$ cat src/rtl/fpc_conf_pkg.sv
package fpc_conf_pkg;
  localparam int unsigned LVL_W    = 3;
  localparam int unsigned LFSR_W   = 16;
  localparam logic [LFSR_W-1:0] LFSR_SEED = 16'hACE1;
  localparam int unsigned K_SQUASH = 4;  // success when low 4 bits are zero: 1/16
  localparam int unsigned K_REPLAY = 3;  // 1/8

  typedef logic [LVL_W-1:0] lvl_t;
  localparam lvl_t LVL_MAX = lvl_t'((1 << LVL_W) - 1);

  typedef enum logic {
    MODE_SQUASH = 1'b0,
    MODE_REPLAY = 1'b1
  } mode_e;

  function automatic logic [LFSR_W-1:0] low_mask(input int unsigned k);
    logic [LFSR_W-1:0] m;
    m = '0;
    for (int i = 0; i < int'(LFSR_W); i++) m[i] = (i < int'(k));
    return m;
  endfunction
endpackage

$ cat src/rtl/fpc_prng.sv
module fpc_prng
  import fpc_conf_pkg::*;
(
  input  logic              clk_i,
  input  logic              rst_ni,
  input  logic              adv_i,
  output logic [LFSR_W-1:0] state_o
);
  logic [LFSR_W-1:0] state_q;
  logic              fb;

  assign fb = state_q[15] ^ state_q[13] ^ state_q[12] ^ state_q[10];

  always_ff @(posedge clk_i or negedge rst_ni) begin
    if (!rst_ni)    state_q <= LFSR_SEED;
    else if (adv_i) state_q <= {state_q[LFSR_W-2:0], fb};
  end

  assign state_o = state_q;
endmodule

$ cat src/rtl/fpc_step.sv
module fpc_step
  import fpc_conf_pkg::*;
(
  input  lvl_t              lvl_i,
  input  logic              correct_i,
  input  logic              mode_i,
  input  logic [LFSR_W-1:0] rnd_i,
  output lvl_t              lvl_o
);
  localparam logic [LFSR_W-1:0] MASK_SQ = low_mask(K_SQUASH);
  localparam logic [LFSR_W-1:0] MASK_RP = low_mask(K_REPLAY);

  logic [LFSR_W-1:0] mask;
  logic              draw_ok;

  assign mask    = (mode_e'(mode_i) == MODE_REPLAY) ? MASK_RP : MASK_SQ;
  assign draw_ok = ((rnd_i & mask) == '0);

  always_comb begin
    if (!correct_i)            lvl_o = '0;
    else if (lvl_i == '0)      lvl_o = lvl_t'(1);
    else if (lvl_i == LVL_MAX) lvl_o = LVL_MAX;
    else if (draw_ok)          lvl_o = lvl_i + lvl_t'(1);
    else                       lvl_o = lvl_i;
  end
endmodule

$ cat src/rtl/fpc_store.sv
module fpc_store
  import fpc_conf_pkg::*;
#(
  parameter int unsigned ENTRIES = 16,
  localparam int unsigned IDX_W  = $clog2(ENTRIES)
) (
  input  logic             clk_i,
  input  logic             rst_ni,
  input  logic             we_i,
  input  logic [IDX_W-1:0] wr_idx_i,
  input  lvl_t             wr_lvl_i,
  input  logic [IDX_W-1:0] ra_idx_i,
  output lvl_t             ra_lvl_o,
  input  logic [IDX_W-1:0] rb_idx_i,
  output lvl_t             rb_lvl_o
);
  lvl_t mem [ENTRIES];

  for (genvar g = 0; g < int'(ENTRIES); g++) begin : g_ent
    always_ff @(posedge clk_i or negedge rst_ni) begin
      if (!rst_ni)                                    mem[g] <= '0;
      else if (we_i && wr_idx_i == IDX_W'(g))         mem[g] <= wr_lvl_i;
    end
  end

  assign ra_lvl_o = mem[ra_idx_i];
  assign rb_lvl_o = mem[rb_idx_i];
endmodule

$ cat src/rtl/fpc_conf_bank.sv
module fpc_conf_bank
  import fpc_conf_pkg::*;
#(
  parameter int unsigned ENTRIES = 16,
  localparam int unsigned IDX_W  = $clog2(ENTRIES)
) (
  input  logic             clk_i,
  input  logic             rst_ni,
  input  logic             upd_valid_i,
  input  logic [IDX_W-1:0] upd_idx_i,
  input  logic             upd_correct_i,
  input  logic             mode_i,
  input  logic [IDX_W-1:0] rd_idx_i,
  output logic [LVL_W-1:0] rd_level_o,
  output logic             rd_conf_o
);
  logic [LFSR_W-1:0] lfsr_w;
  lvl_t              cur_lvl;
  lvl_t              nxt_lvl;
  lvl_t              rd_lvl;

  fpc_prng u_prng (
    .clk_i  (clk_i),
    .rst_ni (rst_ni),
    .adv_i  (upd_valid_i),
    .state_o(lfsr_w)
  );

  fpc_step u_step (
    .lvl_i    (cur_lvl),
    .correct_i(upd_correct_i),
    .mode_i   (mode_i),
    .rnd_i    (lfsr_w),
    .lvl_o    (nxt_lvl)
  );

  fpc_store #(.ENTRIES(ENTRIES)) u_store (
    .clk_i   (clk_i),
    .rst_ni  (rst_ni),
    .we_i    (upd_valid_i),
    .wr_idx_i(upd_idx_i),
    .wr_lvl_i(nxt_lvl),
    .ra_idx_i(upd_idx_i),
    .ra_lvl_o(cur_lvl),
    .rb_idx_i(rd_idx_i),
    .rb_lvl_o(rd_lvl)
  );

  assign rd_level_o = rd_lvl;
  assign rd_conf_o  = (rd_lvl == LVL_MAX);
endmodule

$ cat config.mk
export PLATFORM = sky130hd
export DESIGN_NAME = fpc_conf_bank
export DESIGN_NICKNAME = d
export VERILOG_FILES = /design/src/rtl/fpc_conf_pkg.sv /design/src/rtl/fpc_prng.sv /design/src/rtl/fpc_step.sv /design/src/rtl/fpc_store.sv /design/src/rtl/fpc_conf_bank.sv
export SDC_FILE = /design/constraint.sdc
export NUM_CORES = 1
export LEC_CHECK = 0
export CAP_MARGIN = 40
export CORE_UTILIZATION = 53
export DETAILED_ROUTE_END_ITERATION = 8
export PLACE_DENSITY = 0.79
export REMOVE_ABC_BUFFERS = 1
export SYNTH_ARGS = -nofsm -noshare
export SYNTH_HDL_FRONTEND = slang
export SYNTH_SLANG_ARGS = --single-unit
$ cat constraint.sdc
create_clock -name clk_i -period 3.4 [get_ports clk_i]
set_input_delay 0.68 -clock clk_i [delete_from_list [all_inputs] [get_ports clk_i]]
set_output_delay 0.68 -clock clk_i [all_outputs]
set_load 0.01 [all_outputs]
# == Word level (Yosys, flattened, before mapping) ==
# Cells that the tools add are included.
# word_totals
reg_bits,64
inputBits,13
output_inout_bits,4
elab_cells,73
# op_classes
add_sub_neg,1
order_cmp,2
eq_ne,17
n_mux,11
n_bitwise,6
n_reduce_logical,19
# op_table
op,count
"== test 4 bit, second input constant",8
binary-select mux 3 bit (select 4 bit),2
two-way mux 3 bit,8
bitwise AND 16 bit,1
"== test 4 x 3 -> 1 bit, second input constant",4
logical AND 1 bit,16
zero test 16 bit,1
"greater-or-equal comparator 5 bit, second input constant",2
NOT 4 -> 5 bit,2
"== test 4 x 2 -> 1 bit, second input constant",2
"== test 3 bit, second input constant",2
"== test 4 x 1 -> 1 bit, second input constant",1
zero test 4 bit,1
two-way mux 4 bit,1
"adder 3 x 1 -> 3 bit, second input constant",1
zero test 3 bit,1
bitwise XOR 1 bit,3

# == Logic depth before layout (Yosys ltp) ==
# depth
word_depth,9
mapped_depth,14
mapped_depth_nobuf,11

# == Cells and area by module ==
# A second synthesis with hierarchy kept.
# hier_totals
hier_cells,240
area_unflattened_um2,3515.9
# by_module_without_submodules
mod,instances,cells_each,area_per_inst_um2,seq_area_each_um2
fpc_store,1,181,2682.6,1201.2
fpc_prng,1,38,675.6,410.4
fpc_step,1,20,151.4,0.0
fpc_conf_bank,1,1,6.3,0.0

# == Worst setup path after synthesis ==
# No wires, ideal clock.
# synth_path
path_kind,input-to-reg
startpoint,in upd_idx_i[1]
endpoint,reg u_store.mem[17] in the netlist's numbering
setup_time_ps,127
arrival_time_ps,3181
t_required_ps,3273
slack_ps,91
cell_stages,13
n_path_buf,3
path_cell_list,buf_6 buf_2 mux4_2 mux2_2 o21ai_0 inv_1 ha_1 ha_1 a21oi_1 o22ai_1 nand3_1 clkbuf_2 o21ai_0
# synth_via
elab_chain_len,9
elab_cells_between_ends,13
classes_between,add/sub (1); eq/ne (2); mux (7); bitwise (1); reduce/logical (2)
# synth_lines
element,line,text
start: declaration,fpc_conf_bank.sv:10,"input logic [IDX_W-1:0] upd_idx_i,"
NOT 4 -> 5 bit (implied by the code),fpc_store.sv:26,assign ra_lvl_o = mem[ra_idx_i];
binary-select mux 3 bit (select 4 bit),fpc_store.sv:26,
two-way mux 3 bit (implied by the code) (2 in a row),fpc_store.sv:26,
adder 3 x 1 -> 3 bit,fpc_step.sv:23,else if (draw_ok) lvl_o = lvl_i + lvl_t'(1);
two-way mux 3 bit,fpc_step.sv:23,
two-way mux 3 bit,fpc_step.sv:22,else if (lvl_i == LVL_MAX) lvl_o = LVL_MAX;
two-way mux 3 bit,fpc_step.sv:21,else if (lvl_i == '0) lvl_o = lvl_t'(1);
two-way mux 3 bit,fpc_step.sv:20,if (!correct_i) lvl_o = '0;
end signal: indexed assignment,fpc_store.sv:22,else if (we_i && wr_idx_i == IDX_W'(g)) mem[g] <= wr_lvl_i;
end: declaration,fpc_store.sv:17,lvl_t mem [ENTRIES];
# Parallel ways exist; a longest one is shown, timed or not. The select of a mux whose other input is x is not followed.
# A chain may end at the register's enable or synchronous reset.

# == Worst setup path in the final report ==
# layout_path
startpoint,in rd_idx_i[0]
endpoint,out rd_level_o[2]
# layout_via
elab_chain_len,4
# layout_lines
element,line,text
start: declaration,fpc_conf_bank.sv:13,"input logic [IDX_W-1:0] rd_idx_i,"
NOT 4 -> 5 bit (implied by the code),fpc_store.sv:27,assign rb_lvl_o = mem[rb_idx_i];
binary-select mux 3 bit (select 4 bit),fpc_store.sv:27,
two-way mux 3 bit (implied by the code) (2 in a row),fpc_store.sv:27,
end: declaration,fpc_conf_bank.sv:14,"output logic [LVL_W-1:0] rd_level_o,"
# Every way passes these cells. The select of a mux whose other input is x is not followed.

==> results_dict.tcl <==
set metrics [dict create \
    critical-path-top-delay-family "buffers and inverters" \
    fmax_mhz 300 \
    hp-class "in -> async" \
    cts-root-buf "clkbuf_8" \
    dr.max_layer_used "met4" \
    slew_headroom_pct 52.6 \
    finClkSkew_ns 0.00978 \
    seq_area_um2 1610 \
    cts_hold_buf 0 \
    fin_ws_ns 0.0648 \
    ys.flop_type "dfrtp_1" \
    h-tree-depth 3 \
    crit_path_top_delay_cell "mux4_2" \
    clk_latency_ns 0.35 \
    row_count 29 \
    synth_area_um2 3500 \
    cpPeakStageDelay_ns 0.51 \
    path_clk_slew_ns 0.06 \
    wire_per_inst_um 19.5 \
    status "finished clean" \
    nets 347 \
    slew_violations 0 \
    p_per_area_nw_per_um2 644 \
    first_pass_iters 4 \
    grt_usage_pct 25.5 \
    crit_type "in -> out" \
    gp_congestion 0.869 \
    drt_iter0_markers 268 \
    ys_ff_latch 64 \
    synthAdderAreaFrac_pct 1.07 \
    tightest_slew_ns 0.702 \
    synth_top_area_share_pct 40.0 \
    synth_edf_count 0 \
    p_leak_uw 0.00187 \
    vias_per_cell 6.32 \
    port-buffer-count 16 \
    initial_core_util_pct 55.2 \
    place_hpwl_mm 5.59 \
    yosysSeqAreaShare_pct 46.0 \
    peakVddDrop_mv 0.443 \
    critPathMostFrequentCell "mux4_2" \
    diodes 0 \
    route.met2.wl_mm 3.93 \
    die_y_um 83.3 \
    yosysTopAreaCell "dfrtp_1" \
    crit_fanout 6 \
    drive_above_1_share_pct 36.6 \
    final_core_util_pct 67.8 \
    synth-xor-area-share_pct 1.00 \
    worstPathArrival_ns 2.66 \
    max-cap-violations 0 \
    met3_length_um 592 \
    avgSynthCellArea_um2 12.3 \
    multi_input_area_um2 1840 \
    crit_buf_inv 3 \
    worstPathRequired_ns 2.72 \
    async_flop_share_pct 100 \
    crit_chain "clkdlybuf4s15_2 > bufbuf_16 > mux4_2 > mux4_2 > clkdlybuf4s50_1" \
    synth_mux_area_share_pct 29.4 \
    finalSetupViolCount 0 \
    vias 2609 \
    synth_cells 286 \
    fin_crit_sh_pct 98.1 \
    hold_violations 0 \
    ios 17 \
    grt_pass1_wl_mm 13.5 \
    start_kind "input port" \
    cts_buffers 9 \
    min_period_ns 3.34 \
    ys_top_cells_by_area "dfrtp_1 40%, mux4_2 12%, mux2_2 11%" \
    antenna_found_initial 0 \
    postRouteAntennaNets 0 \
    worstSetupEndpointType "primary output" \
    drc 0 \
    num-fill-cells 436 \
    p_total_uw 2770 \
    synth_cell_types 39 \
    dp_slack_ns -0.403 \
    grt_pass1_vias 2685 \
    core_area_um2 6350 \
    dieWidth_um 83.3 \
    grt_start_max_net_pins 28 \
    synth_compound_area_share_pct 8.43 \
    synthSimpleGateAreaFrac_pct 11.5 \
    wl_mm 8.06 \
    wl_met1_mm 3.32 \
    grt_overflow 0 \
    yosys_warnings 0 \
    cts_buffer_depth 2 \
    die_area_um2 6940 \
    synth_top_family_by_area "multiplexers" \
    area_growth_pct 22.8 \
    cts_sinks 64 \
    cts_tree "yes" \
]
[synthesized netlist by cell type (all sizes together), types with 3 or more instances]
| master | instances |
|---|---|
| dfrtp | 56 |
| nand2 | 43 |
| mux2 | 33 |
| o21ai | 28 |
| mux4 | 25 |
| o31ai | 12 |
| buf | 11 |
| nor2 | 9 |
| dfstp | 8 |
| nand3 | 8 |
| mux2i | 6 |
| clkbuf | 4 |
| nor3 | 4 |
| xnor2 | 4 |
| a21oi | 3 |
| ha | 3 |
| inv | 3 |
| nand2b | 3 |
| nor3b | 3 |
| o22ai | 3 |
[cells by family (layout without fill, tap and decap cells)]
logic type | after synthesis | count (layout)
AND/OR/NAND/NOR | 84 | 84
multiplexers | 64 | 64
flip-flops | 64 | 64
AO/OA/AOI/OAI | 48 | 48
buffers and inverters | 19 | 69
XOR/XNOR | 4 | 4
adder cells (fa/ha/maj) | 3 | 3
[worst reg2reg max path: cells and delay by family, from the launching register on]
family	cells	cell delay [ns]
AOI/OAI and AO/OA	3	0.41
adders and majority gates	2	0.41
buffers and inverters	1	0.06
DFF	1	0.41
muxes	2	0.80
and+or+nand+nor	2	0.56
[where the power goes]
part           total, uW  switching, uW  internal, uW
clock network        651            274           377
logic                886            367           520
registers           1240            186          1050
total               2770            827          1950
[sequential cells by signal (all words and copies together) (netlist names)]
signal,cells
u_store.mem,48
u_prng.state_o,16
[per-layer routing]
metal	track usage, %	vias up
met3	5.77	27
met5	0	-
met2	39.9	132
li1	-	1172
met1	33.8	1278
met4	12.1	0
[stage by stage]
step | TNS [ns] | instances | hold WS [ns] | instance area (um^2)
global route | -0.0146 | 413 | 0.283 | 4310
global placement | -14.90 | 387 | 0.480 | 3930
CTS | 0 | 412 | 0.258 | 4250
finish | 0 | 413 | 0.253 | 4310
floorplan | 0 | 271 | 0.384 | 3430
detailed placement | -17.31 | 388 | 0.492 | 3950
[repair_timing]
action / CTS / global route
resized for setup: 14 / 8
setup buffers: 7 / 0
cloned: 1 / 1
pin swaps: 1 / 1
setup endpoints to repair: 38 / 50
endpoints found under the hold margin: 0 / 0
[final timing paths]
kind,from,endpoint,slack (ns),depth (start not counted)
min in group clk_i,u_store.mem[32],u_store.mem[32],0.50,2
setup reg to reg,u_store.mem[33],u_store.mem[22],0.63,10
hold reg to reg,u_store.mem[32],u_store.mem[32],0.50,2
max in group asynchronous,rst_ni,u_store.mem[30],2.53,2
setup / recovery,rd_idx_i[0],rd_level_o[2],0.06,5
hold / removal,rst_ni,u_prng.state_o[8],0.25,1
[area by class of cell]
type	count	share of cell area, %
clock buffers	13	3.69
clock inverters	3	0.930
inverters	4	0.349
multi-input cells	203	42.7
flip-flops and latches	64	37.4
well taps	77	2.24
repair buffers	49	12.6
[layout by cell type (no fill, tap or decap), drive strengths merged, types with 4 or more instances in the layout]
cell / instances
dfrtp: 56
nand2: 43
mux2: 33
buf: 32
o21ai: 28
mux4: 25
clkbuf: 14
o31ai: 12
clkdlybuf4s50: 10
nor2: 9
nand3: 8
dfstp: 8
mux2i: 6
xnor2: 4
nor3: 4
(Power assumes the default switching activity.)
